`src/rtl/scan_adder_wrap.sv`:
```
module scan_adder_wrap #(
  parameter int W = 64
) (
  input  logic clk,
  input  logic rst_n,
  input  logic scan_en,
  input  logic scan_in,
  input  logic start,
  input  logic swap_sel,
  output logic scan_out,
  output logic done,
  output logic obs_a,
  output logic obs_b
);
  localparam int IN_BITS  = 2 * W;
  localparam int OUT_BITS = W + 1;
  localparam int CW       = $clog2(IN_BITS + 1);

  typedef enum logic [2:0] {
    ST_IDLE, ST_LOAD, ST_LAUNCH, ST_CAPT, ST_XFER, ST_UNLOAD
  } st_t;

  st_t                state;
  logic [CW-1:0]      cnt;
  logic [IN_BITS-1:0] in_sr;
  logic [W-1:0]       op_a, op_b;
  logic [W:0]         cap_q, out_sr, sum_w;
  logic               launch_stb, capture_stb;

  assign launch_stb  = (state == ST_LAUNCH);
  assign capture_stb = (state == ST_CAPT);
  assign sum_w       = {1'b0, op_a} + {1'b0, op_b};

  assign scan_out = out_sr[0];
  assign obs_a    = swap_sel ? capture_stb : launch_stb;
  assign obs_b    = swap_sel ? launch_stb  : capture_stb;

  always_ff @(posedge clk or negedge rst_n) begin
    if (!rst_n) begin
      state  <= ST_IDLE;
      cnt    <= '0;
      in_sr  <= '0;
      op_a   <= '0;
      op_b   <= '0;
      cap_q  <= '0;
      out_sr <= '0;
      done   <= 1'b0;
    end else begin
      case (state)
        ST_IDLE:
          if (start) begin
            state <= ST_LOAD;
            cnt   <= '0;
            done  <= 1'b0;
          end
        ST_LOAD:
          if (scan_en) begin
            in_sr <= {scan_in, in_sr[IN_BITS-1:1]};
            if (cnt == CW'(IN_BITS - 1)) begin
              state <= ST_LAUNCH;
              cnt   <= '0;
            end else begin
              cnt <= cnt + 1'b1;
            end
          end
        ST_LAUNCH: begin
          op_a  <= in_sr[W-1:0];
          op_b  <= in_sr[IN_BITS-1:W];
          state <= ST_CAPT;
        end
        ST_CAPT: begin
          cap_q <= sum_w;
          state <= ST_XFER;
        end
        ST_XFER: begin
          out_sr <= cap_q;
          state  <= ST_UNLOAD;
        end
        ST_UNLOAD:
          if (scan_en) begin
            out_sr <= {1'b0, out_sr[W:1]};
            if (cnt == CW'(OUT_BITS - 1)) begin
              state <= ST_IDLE;
              cnt   <= '0;
              done  <= 1'b1;
            end else begin
              cnt <= cnt + 1'b1;
            end
          end
        default: state <= ST_IDLE;
      endcase
    end
  end
endmodule

```
`config.mk`:
```
export PLATFORM = sky130hd
export DESIGN_NAME = scan_adder_wrap
export DESIGN_NICKNAME = d
export VERILOG_FILES = /design/src/rtl/scan_adder_wrap.sv
export SDC_FILE = /design/constraint.sdc
export NUM_CORES = 1
export LEC_CHECK = 0
export CELL_PAD_IN_SITES_DETAIL_PLACEMENT = 1
export CELL_PAD_IN_SITES_GLOBAL_PLACEMENT = 1
export CORE_MARGIN = 4
export CORE_UTILIZATION = 50
export DETAILED_ROUTE_END_ITERATION = 7
export PLACE_DENSITY_LB_ADDON = 0.05
export SLEW_MARGIN = 0
export SYNTH_ARGS = -nofsm -noshare
export SYNTH_HDL_FRONTEND = slang
export SYNTH_SLANG_ARGS = --single-unit
export TNS_END_PERCENT = 100
```
`constraint.sdc`:
```
create_clock -name clk -period 3.22 [get_ports clk]
set_clock_uncertainty 0.05 [all_clocks]
set_input_delay 0.644 -clock clk [delete_from_list [all_inputs] [get_ports clk]]
set_output_delay 0.644 -clock clk [all_outputs]
set_load 0.02 [all_outputs]
```
Yosys cells after proc, flatten, opt, wreduce, memory -nomap -nowiden
Cells that the tools add are included.
Storage, ports and cells
  bits in registers: 398
  output and inout bits: 4
  logic and storage cells: 51
  input bits: 6
Operators by class
  $add $sub $neg: 2
  reductions and logical operators: 9
  multiplexer cells: 20
  eq/ne operators: 12
Operators with widths (count)
  65-bit case mux with 2 select lines: 1
  64-bit by 64-bit adder with 65-bit output: 1
  65-bit 2-to-1 mux: 1
  8-bit 2-to-1 mux: 5
  8-bit case mux with 3 select lines: 1
  3-bit case mux with 6 select lines: 1
  8-bit by 7-bit equality test with 1-bit output (second input constant): 2
  3-bit 2-to-1 mux: 5
  2-bit inequality test (second input constant): 5
  8-bit by 1-bit adder with 8-bit output (second input constant): 1
  4-bit AND reduction: 2
  3-bit by 2-bit equality test with 1-bit output (second input constant): 2
  3-bit equality test (second input constant): 2
  1-bit 2-to-1 mux: 5
  5-bit AND reduction: 1
  2-bit AND reduction: 2
  2-bit nonzero test: 2
  3-bit by 1-bit equality test with 1-bit output (second input constant): 1
  3-bit logical NOT: 1
  3-bit nonzero test: 1
  1-bit case mux with 2 select lines: 1

Logic depth before layout (Yosys ltp)
Gate-level depths: netlist (run 1).
  depth after elaboration: 4
  mapped depth: 11
  depth with buffers taken out: 11

Least setup slack after synthesis (run 1)
No wires, ideal clock.
  path type: reg-to-reg
  from: reg op_a[32]
  to: reg cap_q[62]
  setup time: 126 ps
  buffers on the path: 1
  stages on the path, launching flop included: 12
  data required time: 3044 ps
  arrival: 2702 ps
  period minus slack after synthesis: 2878 ps
  path slack: 342 ps
  cells stage by stage: dfrtp_1 > ha_1 > buf_2 > and2_4 > and3_4 > inv_2 > or4_1 > o22a_1 > a211oi_2 > a31oi_2 > o2111a_1 > a221o_1
Between the ends
  word-level cells in the longest chain between the ends: 1
RTL lines
  start, declared: line 26  | logic [W-1:0] op_a, op_b;
  start signal, assigned: line 67  | op_a <= in_sr[W-1:0];
  64-bit by 64-bit adder with 65-bit output: line 32  | assign sum_w = {1'b0, op_a} + {1'b0, op_b};
  end signal, assigned: line 72  | cap_q <= sum_w;
  end, declared: line 27  | logic [W:0] cap_q, out_sr, sum_w;
Every way passes these cells.
A chain may end at the register's enable or synchronous reset.

Worst setup path in the final report (run 1)
  from: reg op_a[0]
  to: reg cap_q[60]
Same word-level chain as after synthesis.

==> impl_metrics.py, run 1 <==
metrics = {
    "finish": {
        "final_util": 0.588,
        "multi_input_area_um2": 9010,
        "regArea_um2": 9960,
        "drive_above_1_share": 0.161,
        "syn_to_final_growth_pct": 15.2,
        "design_area_um2": 22200,
        "n_fill_cell": 4167,
        "nNetsFinal": 2091,
        "diodes": 0,
    },
    "synth": {
        "synth_top_area_cell": "dfrtp_1",
        "synth_area_per_cell_um2": 9.73,
        "synth_flop_cell": "dfrtp_1",
        "synth_top_cell_area_share": 0.516,
        "yosys.cell_types.count": 65,
        "netlist_instances": 1984,
        "ys_warn_count": 0,
        "async_flop_share": 1.00,
        "synth.cell_area_um2": 19300,
        "synth_edf_count": 0,
        "ys_ff_latch": 398,
        "synth_common_cells": "nand2_1 (581), dfrtp_1 (398), o21ai_0 (160)",
        "syn_nets": 2057,
        "ys_seq_area_frac": 0.516,
        "yosysMostFrequentCell": "nand2_1",
        "netlist_top_cells_area": "dfrtp_1 (52%), nand2_1 (11%), mux2_2 (7.5%)",
    },
    "clock_network": {
        "cts_htree_levels": 2,
        "clk_pin_slew_ps": 60,
        "cts_hold_buf": 0,
        "tritoncts": "done",
        "cts-root-buf": "clkbuf_16",
        "clock_path_buffers": 3,
        "cts_made_buffers": 43,
        "clock_sinks": 398,
        "insertion_delay_ps": 570,
    },
    "worst_setup_path": {
        "cp-end-kind": "register",
        "r2r_cells": 14,
        "worst-path-max-fanout": 3,
        "r2r_setup_slack_ps": 50,
        "crit_arrival_ps": 3560,
        "crit_chain": "ha_2, fa_2, a21oi_2, o211ai_1, a22oi_1, buf_4, buf_4, a21oi_2, o211ai_1, buf_4, a21o_4, o22a_1, mux2i_1, nand2_1",
        "crit_required_ps": 3610,
        "max_stage_delay_ps": 390,
        "path_delay_family": "compound AO/OA/AOI/OAI gates",
        "cp_slowest_cell": "dfrtp_1",
        "rr_startpoint": "op_a[0]",
        "path_class": "register to register",
        "cp_num_buf_inv": 3,
        "cp-start-kind": "register",
        "r2r-end": "cap_q[60]",
        "cpMostUsedCell": "buf_4",
    },
    "route": {
        "drt-total-wl_mm": 48.7,
        "drc": 0,
        "drtIter0Drc": 711,
        "vias": 14400,
        "postRouteAntennaNets": 0,
        "drtPass1Iterations": 5,
        "vias_per_cell": 5.62,
        "post_drt_wl_per_cell_um": 19.0,
    },
    "job": {
        "max-cap-violations": 0,
    },
    "timing": {
        "fin_crit_ps": 3170,
        "period_share": 0.985,
        "setup_viol": 0,
        "slew_headroom": 0.292,
        "worst_slack_ps": 49.3,
        "worst_slew_pin_slew_ps": 1050,
        "finalSetupTns_ps": 0,
        "final-max-slew-violation-count": 0,
        "hold_viol": 0,
        "max_freq_mhz": 315,
        "rsz0062_at_grt": "true",
    },
    "global_routing": {
        "grt_pass1_wl_mm": 81.8,
        "antenna_found_initial": 0,
        "grt_max_degree": 131,
        "first_global_vias": 15701,
        "gr-usage-all-layers": 0.238,
        "grt_overflow": 0,
    },
    "pwr": {
        "switching_share": 0.224,
        "ir_worst_vdd_v": 0.000450,
        "power_frac_seq": 0.460,
        "powerDensity_nw_per_um2": 510,
        "power.total_uw": 11300,
        "p_leak_uw": 0.0110,
        "p_int_uw": 8810,
        "combPwrFrac": 0.056,
        "p_clk_frac": 0.484,
        "p_sw_uw": 2540,
    },
    "placement": {
        "dp_slack_ps": -119,
        "dpl_cell_area_um2": 20500,
        "portBuffers": 9,
        "gp_congestion": 0.838,
        "dp_hpwl_mm": 32.4,
    },
    "floorplan": {
        "io_pins": 10,
        "fp.dieW_um": 205,
        "core-area_um2": 37800,
        "start_util": 0.510,
        "die_h_um": 205,
        "rows": 71,
        "design.die.area_um2": 41800,
    },
    "hold_path": {
        "hold_path_class": "input port to async pin",
    },
    "status": {
        "status": "completed",
    },
}
==> layout by cell type, fill, tap and decap left out, types with 4 or more instances in the layout <==
cell             count
nand3_1             32
a211oi_1             6
a21oi_2              6
clkbuf_8            11
mux2i_1             66
nand4_1             20
and2_1               5
dfrtp_1            398
nor3_1              11
o211ai_1             9
a221o_1              4
o21bai_1            18
ha_1                58
xor2_1              18
clkinv_2             4
a31oi_1              4
o21ai_1              4
inv_1               33
bufinv_16            8
xnor2_1             27
a21oi_1             94
nand2_1            579
o31ai_1             12
clkdlybuf4s50_1      8
or4_1                6
a21o_1              31
and3_1              14
mux2_2             129
nor2_1              37
nor2b_1              7
buf_12              13
clkbuf_1            11
o21a_1              10
buf_4               74
o21ai_0            156
clkbuf_16           45
a211o_1              4
ha_4                 6
==> metal layers <==
metal | vias to the layer above | share of wire | wire length, um | track usage
li1 | 6861 | - | - | -
met1 | 7290 | 0.45 | 22100 | 0.320
met2 | 166 | 0.49 | 24000 | 0.405
met3 | 83 | 0.028 | 1360 | 0.0280
met4 | 0 | 0.026 | 1280 | 0.0773
met5 | - | 0 | 0 | 0
==> kinds of logic (layout without fill, tap and decap cells) <==
family | count (synthesis) | count (layout) | synth area share
mux | 195 | 195 | 0.109
buf+inv | 142 | 210 | 0.0279
fa+ha+maj | 67 | 67 | 0.0438
simple gates | 740 | 740 | 0.159
xor+xnor | 45 | 45 | 0.0204
flops | 398 | 398 | 0.516
compound gates | 397 | 397 | 0.124
==> layout make-up <==
cell class / count / share of cell area
clock inverters: 12 / 0.0117
well taps: 511 / 0.0288
multi-input cells: 1444 / 0.405
inverters: 34 / 0.00574
repair buffers: 97 / 0.0415
flip-flops and latches: 398 / 0.448
clock buffers: 67 / 0.0593
==> worst reg2reg max path, stage by stage, from the launching register on <==
cell and delay (ps):
dfrtp_1 390, ha_2 210, fa_2 350, a21oi_2 170, o211ai_1 120, a22oi_1 220
buf_4 170, buf_4 120, a21oi_2 70, o211ai_1 300, buf_4 190, a21o_4 150
o22a_1 210, mux2i_1 230, nand2_1 100
==> sequential cells by signal (all words and copies together), names as in the netlist <==
| name | cells |
|---|---|
| cap_q | 65 |
| op_b | 64 |
| out_sr | 65 |
| in_sr | 128 |
| cnt | 8 |
| done | 1 |
| state | 3 |
| op_a | 64 |
==> power by group through the flow <==
stage          clock (uW)  combinational, uW  sequential, uW
2_1_floorplan           0                380            5250
3_3_place_gp            0                606            5290
3_5_place_dp            0                634            5300
4_1_cts              5630                648            5210
5_1_grt              5840                698            5230
6_report             5490                637            5220
==> stage by stage <==
stage | hold WS, ps | cells
final | 70.3 | 2563
after detailed placement | 419 | 2481
after floorplan | 298 | 1984
after CTS | 72.5 | 2561
after global routing | 108 | 2563
after global placement | 408 | 2481
==> worst max path at each step <==
stage                        start        end  slack [ps]  cells after the start
after floorplan           op_a[32]  cap_q[62]         340                     11
after global placement     op_a[0]  cap_q[64]         -10                     14
after detailed placement   op_a[0]  cap_q[60]        -120                     14
after CTS                  op_b[6]  cap_q[62]           6                     12
after global routing       op_a[0]  cap_q[60]        -100                     14
final                      op_a[0]  cap_q[60]          50                     14
==> what timing repair did <==
action,in CTS,in global routing
endpoints found under the setup margin,7,25
setup buffers,1,2
endpoints found under the hold margin,0,0
pin swaps,6,6
resized for setup,7,27
Power figures use the tool's default switching activity.
==> inputs of run 2 (changes only) <==
==> constraint.sdc (replaced) <==
create_clock -name clk -period 2.96 [get_ports clk]
set_clock_uncertainty 0.05 [all_clocks]
set_input_delay 0.592 -clock clk [delete_from_list [all_inputs] [get_ports clk]]
set_output_delay 0.592 -clock clk [all_outputs]
set_load 0.02 [all_outputs]
==> run 2 against run 1 <==
The flow now finishes with violations (negative setup slack); critical path depth fell by 5; global-route usage fell by 0.30 points; via count rose by 2.2%; sequential share of layout area fell by 1.3 points; non-clock buffer count rose by 67; largest cell class unchanged; core utilization rose by 1.8 points; cell area rose by 3.1%; count of clock-buffer cells in the layout fell by 5; worst hold slack improved by 350 ps; setup slack got worse by 140 ps.
==> impl_metrics.py, run 2 (same netlist as run 1, synthesis figures left out) <==
metrics = {
    "status": {
        "status": "finished, violations left",
        "violations": "negative setup slack",
    },
    "floorplan": {
        "die_h_um": 205,
        "fp.dieW_um": 205,
        "core-area_um2": 37800,
        "rows": 71,
        "design.die.area_um2": 41800,
        "io_pins": 10,
        "start_util": 0.510,
    },
    "worst_setup_path": {
        "cp_num_buf_inv": 1,
        "max_stage_delay_ps": 610,
        "cp-start-kind": "register",
        "path_class": "register to register",
        "rr_startpoint": "op_b[18]",
        "cp-end-kind": "register",
        "path_delay_family": "compound AO/OA/AOI/OAI gates",
        "crit_arrival_ps": 3440,
        "worstSetupStartpoint": "op_b[18]",
        "crit_chain": "ha_4, nand4_1, or4_4, o22a_4, a211oi_4, a31oi_4, buf_6, o2111a_1, a221o_1",
        "cp_slowest_cell": "or4_4",
        "worst-path-max-fanout": 4,
        "crit_required_ps": 3350,
    },
    "timing": {
        "final-max-slew-violation-count": 0,
        "setup_viol": 3,
        "rsz0062_at_grt": "true",
        "fin_crit_ps": 3050,
        "slew_headroom": 0.447,
        "period_share": 1.03,
        "max_freq_mhz": 328,
        "hold_viol": 0,
        "worst_slack_ps": -85.8,
        "worst_slew_pin_slew_ps": 830,
    },
    "finish": {
        "nNetsFinal": 2159,
        "diodes": 0,
        "design_area_um2": 22900,
        "final_cell_mix": "nand2_1 (578), dfrtp_1 (394), o21ai_0 (149), buf_4 (141), mux2_2 (129)",
        "final_util": 0.606,
        "top_regs": "in_sr (128), cap_q (65), out_sr (65)",
        "drive_above_1_share": 0.202,
        "layout_commonest_cell": "nand2_1",
        "layout.cells.non_filler": 2625,
        "largest_reg_flops": 128,
        "top_register": "in_sr",
        "syn_to_final_growth_pct": 18.7,
    },
    "hold_path": {
        "holdCritStartpoint": "cap_q[1]",
        "hold_path_class": "register to register",
    },
    "clock_network": {
        "clock_path_buffers": 3,
        "cts-root-buf": "clkbuf_16",
        "insertion_delay_ps": 570,
        "clock_sinks": 398,
        "cts_made_buffers": 44,
        "cts_htree_levels": 2,
        "tritoncts": "done",
        "clk_pin_slew_ps": 60,
    },
    "route": {
        "post_drt_wl_per_cell_um": 18.7,
        "drtIter0Drc": 748,
        "drc": 0,
        "drtPass1Iterations": 5,
        "postRouteAntennaNets": 0,
        "drt-total-wl_mm": 49.0,
        "vias": 14719,
        "vias_per_cell": 5.61,
    },
    "job": {
        "max-cap-violations": 0,
    },
    "pwr": {
        "powerDensity_nw_per_um2": 515,
        "p_leak_uw": 0.0113,
        "ir_worst_vdd_v": 0.000387,
    },
    "placement": {
        "portBuffers": 9,
        "dp_slack_ps": -312,
        "dpl_cell_area_um2": 20800,
        "gp_congestion": 0.842,
        "dp_hpwl_mm": 31.6,
        "post-place-cells": 2526,
    },
    "global_routing": {
        "antenna_found_initial": 1,
        "grt_pass1_wl_mm": 81.7,
        "first_global_vias": 15980,
        "gr-usage-all-layers": 0.235,
        "grt_overflow": 0,
        "grt_max_degree": 131,
    },
}
-- run 2: final timing paths --
path / to / slack, ps / cells after the start
worst min register to register: cap_q[1] / 420 / 2
max in group asynchronous: op_b[20] / 1420 / 3
worst min-delay path: cap_q[1] / 420 / 2
min in group asynchronous: in_sr[70] / 580 / 2
worst max register to register: cap_q[58] / -90 / 9
worst max-delay path: cap_q[58] / -90 / 9
-- run 2: routing by layer --
layer  wire length (um)  track usage  part of all wire
met5                  0            0                 0
met4                936       0.0548             0.019
met3               1330       0.0342             0.027
met2              24500        0.404              0.50
met1              22200        0.317              0.45
-- run 2: through the flow --
stage / TNS (ps) / hold slack (ps) / total power, uW
finish: -202 / 425 / 11800
detailed placement: -3760 / 417 / 6420
global route: -1240 / 454 / 12300
global placement: -2900 / 405 / 6390
CTS: -198 / 431 / 12000
floorplan: 0 / 246 / 6120
-- run 2: cell type report --
| class | instances | area (um^2) |
|---|---|---|
| fill | 4161 | 14900 |
| sequential | 398 | 9960 |
| multi-input combinational | 1444 | 9350 |
| timing repair buffer | 164 | 1410 |
| clock buffer | 62 | 1260 |
| tap | 511 | 639 |
| clock inverter | 12 | 168 |
| inverter | 34 | 128 |
-- run 2: repair_timing --
item,4_1_cts,5_1_grt
gates cloned,0,0
resized for setup,36,57
pin swaps,25,24
endpoints found under the hold margin,64,0
buffers inserted,10,15
hold buffers,1,0
endpoints found under the setup margin,27,34
-- run 2: power by group --
part	internal, uW	switching, uW	total [uW]
clock network	3290	2190	5490
registers	5550	114	5670
logic	263	388	651
total	9110	2700	11800
-- run 2: worst register-to-register path, cell delays in order (launching register included) --
cell      delay (ps)
dfrtp_1          420
ha_4             290
nand4_1          240
or4_4            610
o22a_4           260
a211oi_4         270
a31oi_4          160
buf_6            150
o2111a_1         220
a221o_1          270
==> inputs of run 3 (changes only) <==
--- a/config.mk
+++ b/config.mk
@@ -8,9 +8,10 @@
 export CELL_PAD_IN_SITES_DETAIL_PLACEMENT = 1
 export CELL_PAD_IN_SITES_GLOBAL_PLACEMENT = 1
 export CORE_MARGIN = 4
-export CORE_UTILIZATION = 50
+export CORE_UTILIZATION = 46
 export DETAILED_ROUTE_END_ITERATION = 7
-export PLACE_DENSITY_LB_ADDON = 0.05
+export PLACE_DENSITY_LB_ADDON = 0.1
+export SETUP_SLACK_MARGIN = 0.02
 export SLEW_MARGIN = 0
 export SYNTH_ARGS = -nofsm -noshare
 export SYNTH_HDL_FRONTEND = slang
==> constraint.sdc (replaced) <==
create_clock -name clk -period 2.6 [get_ports clk]
set_clock_uncertainty 0.05 [all_clocks]
set_input_delay 0.52 -clock clk [delete_from_list [all_inputs] [get_ports clk]]
set_output_delay 0.52 -clock clk [all_outputs]
set_load 0.02 [all_outputs]
==> run 3 against run 2 <==
The flow still finishes with violations (negative setup slack); sequential share of layout area is 2.5 points lower; total power is 17% higher; register-to-register slack worse by 470 ps; setup slack worse by 470 ps; clock power is 21% higher; final cell count is 4.6% higher; fmax is 3.4% lower; cell area is 6.2% higher; routed wire length is 6.5% higher; worst hold slack worse by 32 ps; largest cell class unchanged; largest power group is now clock.
==> impl_metrics.py, run 3 (same netlist as run 1, synthesis figures left out) <==
metrics = {
    "status": {
        "status": "finished, violations left",
        "violations": "negative setup slack",
    },
    "worst_setup_path": {
        "crit_chain": "ha_4, and2_4, and3_4, inv_2, or4_4, o22a_4, a211oi_4, a31oi_4, buf_6, o2111a_1, a221o_1",
        "cp_num_buf_inv": 2,
        "cp-end-kind": "register",
        "cp-start-kind": "register",
        "path_delay_family": "compound AO/OA/AOI/OAI gates",
        "r2r_setup_slack_ps": -550,
        "cp_slowest_cell": "or4_4",
        "crit_required_ps": 3000,
        "path_class": "register to register",
        "rr_startpoint": "op_a[32]",
        "crit_arrival_ps": 3560,
        "max_stage_delay_ps": 520,
        "r2r-end": "cap_q[62]",
        "worst-path-max-fanout": 3,
        "r2r_cells": 11,
    },
    "floorplan": {
        "rows": 74,
        "design.die.area_um2": 45300,
        "io_pins": 10,
        "start_util": 0.469,
        "die_h_um": 213,
        "fp.dieW_um": 213,
        "core-area_um2": 41200,
    },
    "finish": {
        "drive_above_1_share": 0.266,
        "final_util": 0.591,
        "n_fill_cell": 4479,
        "top_regs": "in_sr (128), cap_q (65), out_sr (65)",
        "diodes": 0,
        "nNetsFinal": 2252,
        "syn_to_final_growth_pct": 26.1,
        "final_cell_mix": "nand2_1 (575), dfrtp_1 (395), buf_4 (206), mux2_2 (128), o21ai_0 (115)",
        "layout_commonest_cell": "nand2_1",
        "largest_reg_flops": 128,
        "top_register": "in_sr",
        "design_area_um2": 24300,
    },
    "route": {
        "vias": 15131,
        "postRouteAntennaNets": 0,
        "drtPass1Iterations": 5,
        "drc": 0,
        "post_drt_wl_per_cell_um": 19.0,
        "drt-total-wl_mm": 52.2,
        "drtIter0Drc": 849,
        "vias_per_cell": 5.51,
    },
    "timing": {
        "worst_slew_pin_slew_ps": 757,
        "max_freq_mhz": 317,
        "slew_headroom": 0.496,
        "rsz0062_at_grt": "true",
        "hold_viol": 0,
        "worst_slack_ps": -554,
        "fin_hold_ws_ps": 392,
        "final-max-slew-violation-count": 0,
        "setup_viol": 45,
        "fin_crit_ps": 3150,
        "period_share": 1.21,
    },
    "placement": {
        "dp_slack_ps": -767,
        "dpl_cell_area_um2": 21400,
        "gp_congestion": 0.882,
        "portBuffers": 9,
        "dp_hpwl_mm": 33.5,
    },
    "pwr": {
        "p_sw_uw": 3180,
        "combPwrFrac": 0.055,
        "ir_worst_vdd_v": 0.000464,
        "power_frac_seq": 0.466,
        "switching_share": 0.230,
        "p_clk_frac": 0.479,
        "p_leak_uw": 0.0119,
        "powerDensity_nw_per_um2": 568,
        "p_int_uw": 10700,
    },
    "clock_network": {
        "tritoncts": "done",
        "cts_made_buffers": 45,
        "insertion_delay_ps": 580,
        "cts_htree_levels": 2,
        "cts-root-buf": "clkbuf_16",
        "clock_path_buffers": 3,
        "clk_pin_slew_ps": 60,
        "clock_sinks": 398,
    },
    "global_routing": {
        "grt_pass1_wl_mm": 84.5,
        "antenna_found_initial": 0,
        "gr-usage-all-layers": 0.225,
        "grt_max_degree": 131,
        "grt_overflow": 0,
        "first_global_vias": 16236,
    },
    "job": {
        "max-cap-violations": 0,
    },
    "hold_path": {
        "hold_path_class": "input port to async pin",
    },
}
run 3: changes by cell type in the layout (fill, tap and decap cells not counted), moves of 10 or more:
cell,before,now
o21ai_1,8,34
a21oi_2,4,14
xnor2_1,27,17
buf_4,141,206
buf_6,2,27
a21oi_1,92,80
o21ai_0,149,115
run 3: worst max-delay path by stage:
stage	startpoint	end	slack, ps	depth (start not counted)
after global routing	op_a[18]	cap_q[62]	-640	9
after CTS	op_a[31]	cap_q[62]	-460	11
after detailed placement	op_a[0]	cap_q[62]	-770	11
after global placement	op_a[0]	cap_q[62]	-660	11
after floorplan	op_a[32]	cap_q[58]	-250	11
final	op_a[32]	cap_q[62]	-550	11
run 3: power groups by stage:
stage	Combinational [uW]	Sequential, uW	Clock, uW
2_1_floorplan	471	6500	0
3_3_place_gp	756	6540	0
3_5_place_dp	776	6550	0
4_1_cts	778	6440	6790
5_1_grt	843	6460	7100
6_report	764	6440	6630
run 3: worst register-to-register path: stages (launching register included):
cell      delay [ps]
dfrtp_1          420
ha_4             290
and2_4           130
and3_4           190
inv_2             40
or4_4            520
o22a_4           260
a211oi_4         340
a31oi_4          170
buf_6            150
o2111a_1         220
a221o_1          270
run 3: routing by layer:
layer,global-route usage,wire (um),up-vias
met5,0,0,-
met4,0.0660,1420,0
met3,0.0266,1380,100
met2,0.381,26100,189
met1,0.308,23300,7629
li1,-,-,7213
run 3: area by class of cell:
cell class | instances | area [um^2] | share of cell area
sequential | 398 | 9960 | 0.409
multi-input combinational | 1444 | 9820 | 0.404
timing repair buffer | 256 | 2210 | 0.0909
clock buffer | 68 | 1370 | 0.0561
tap | 532 | 666 | 0.0273
clock inverter | 14 | 185 | 0.00761
inverter | 34 | 128 | 0.00524
run 3: what timing repair did:
action | in CTS | in global routing
resized for setup | 107 | 125
hold buffers | 1 | 0
setup buffers | 24 | 29
pin swaps | 70 | 66
endpoints found under the setup margin | 53 | 63
hold endpoints to repair | 38 | 0
run 3: through the flow:
step	power, uW	cells	setup TNS (ps)
floorplan	6970	1984	-616
global placement	7300	2615	-16190
detailed placement	7330	2615	-21050
CTS	14000	2721	-6280
global route	14400	2746	-14540
finish	13800	2746	-9640
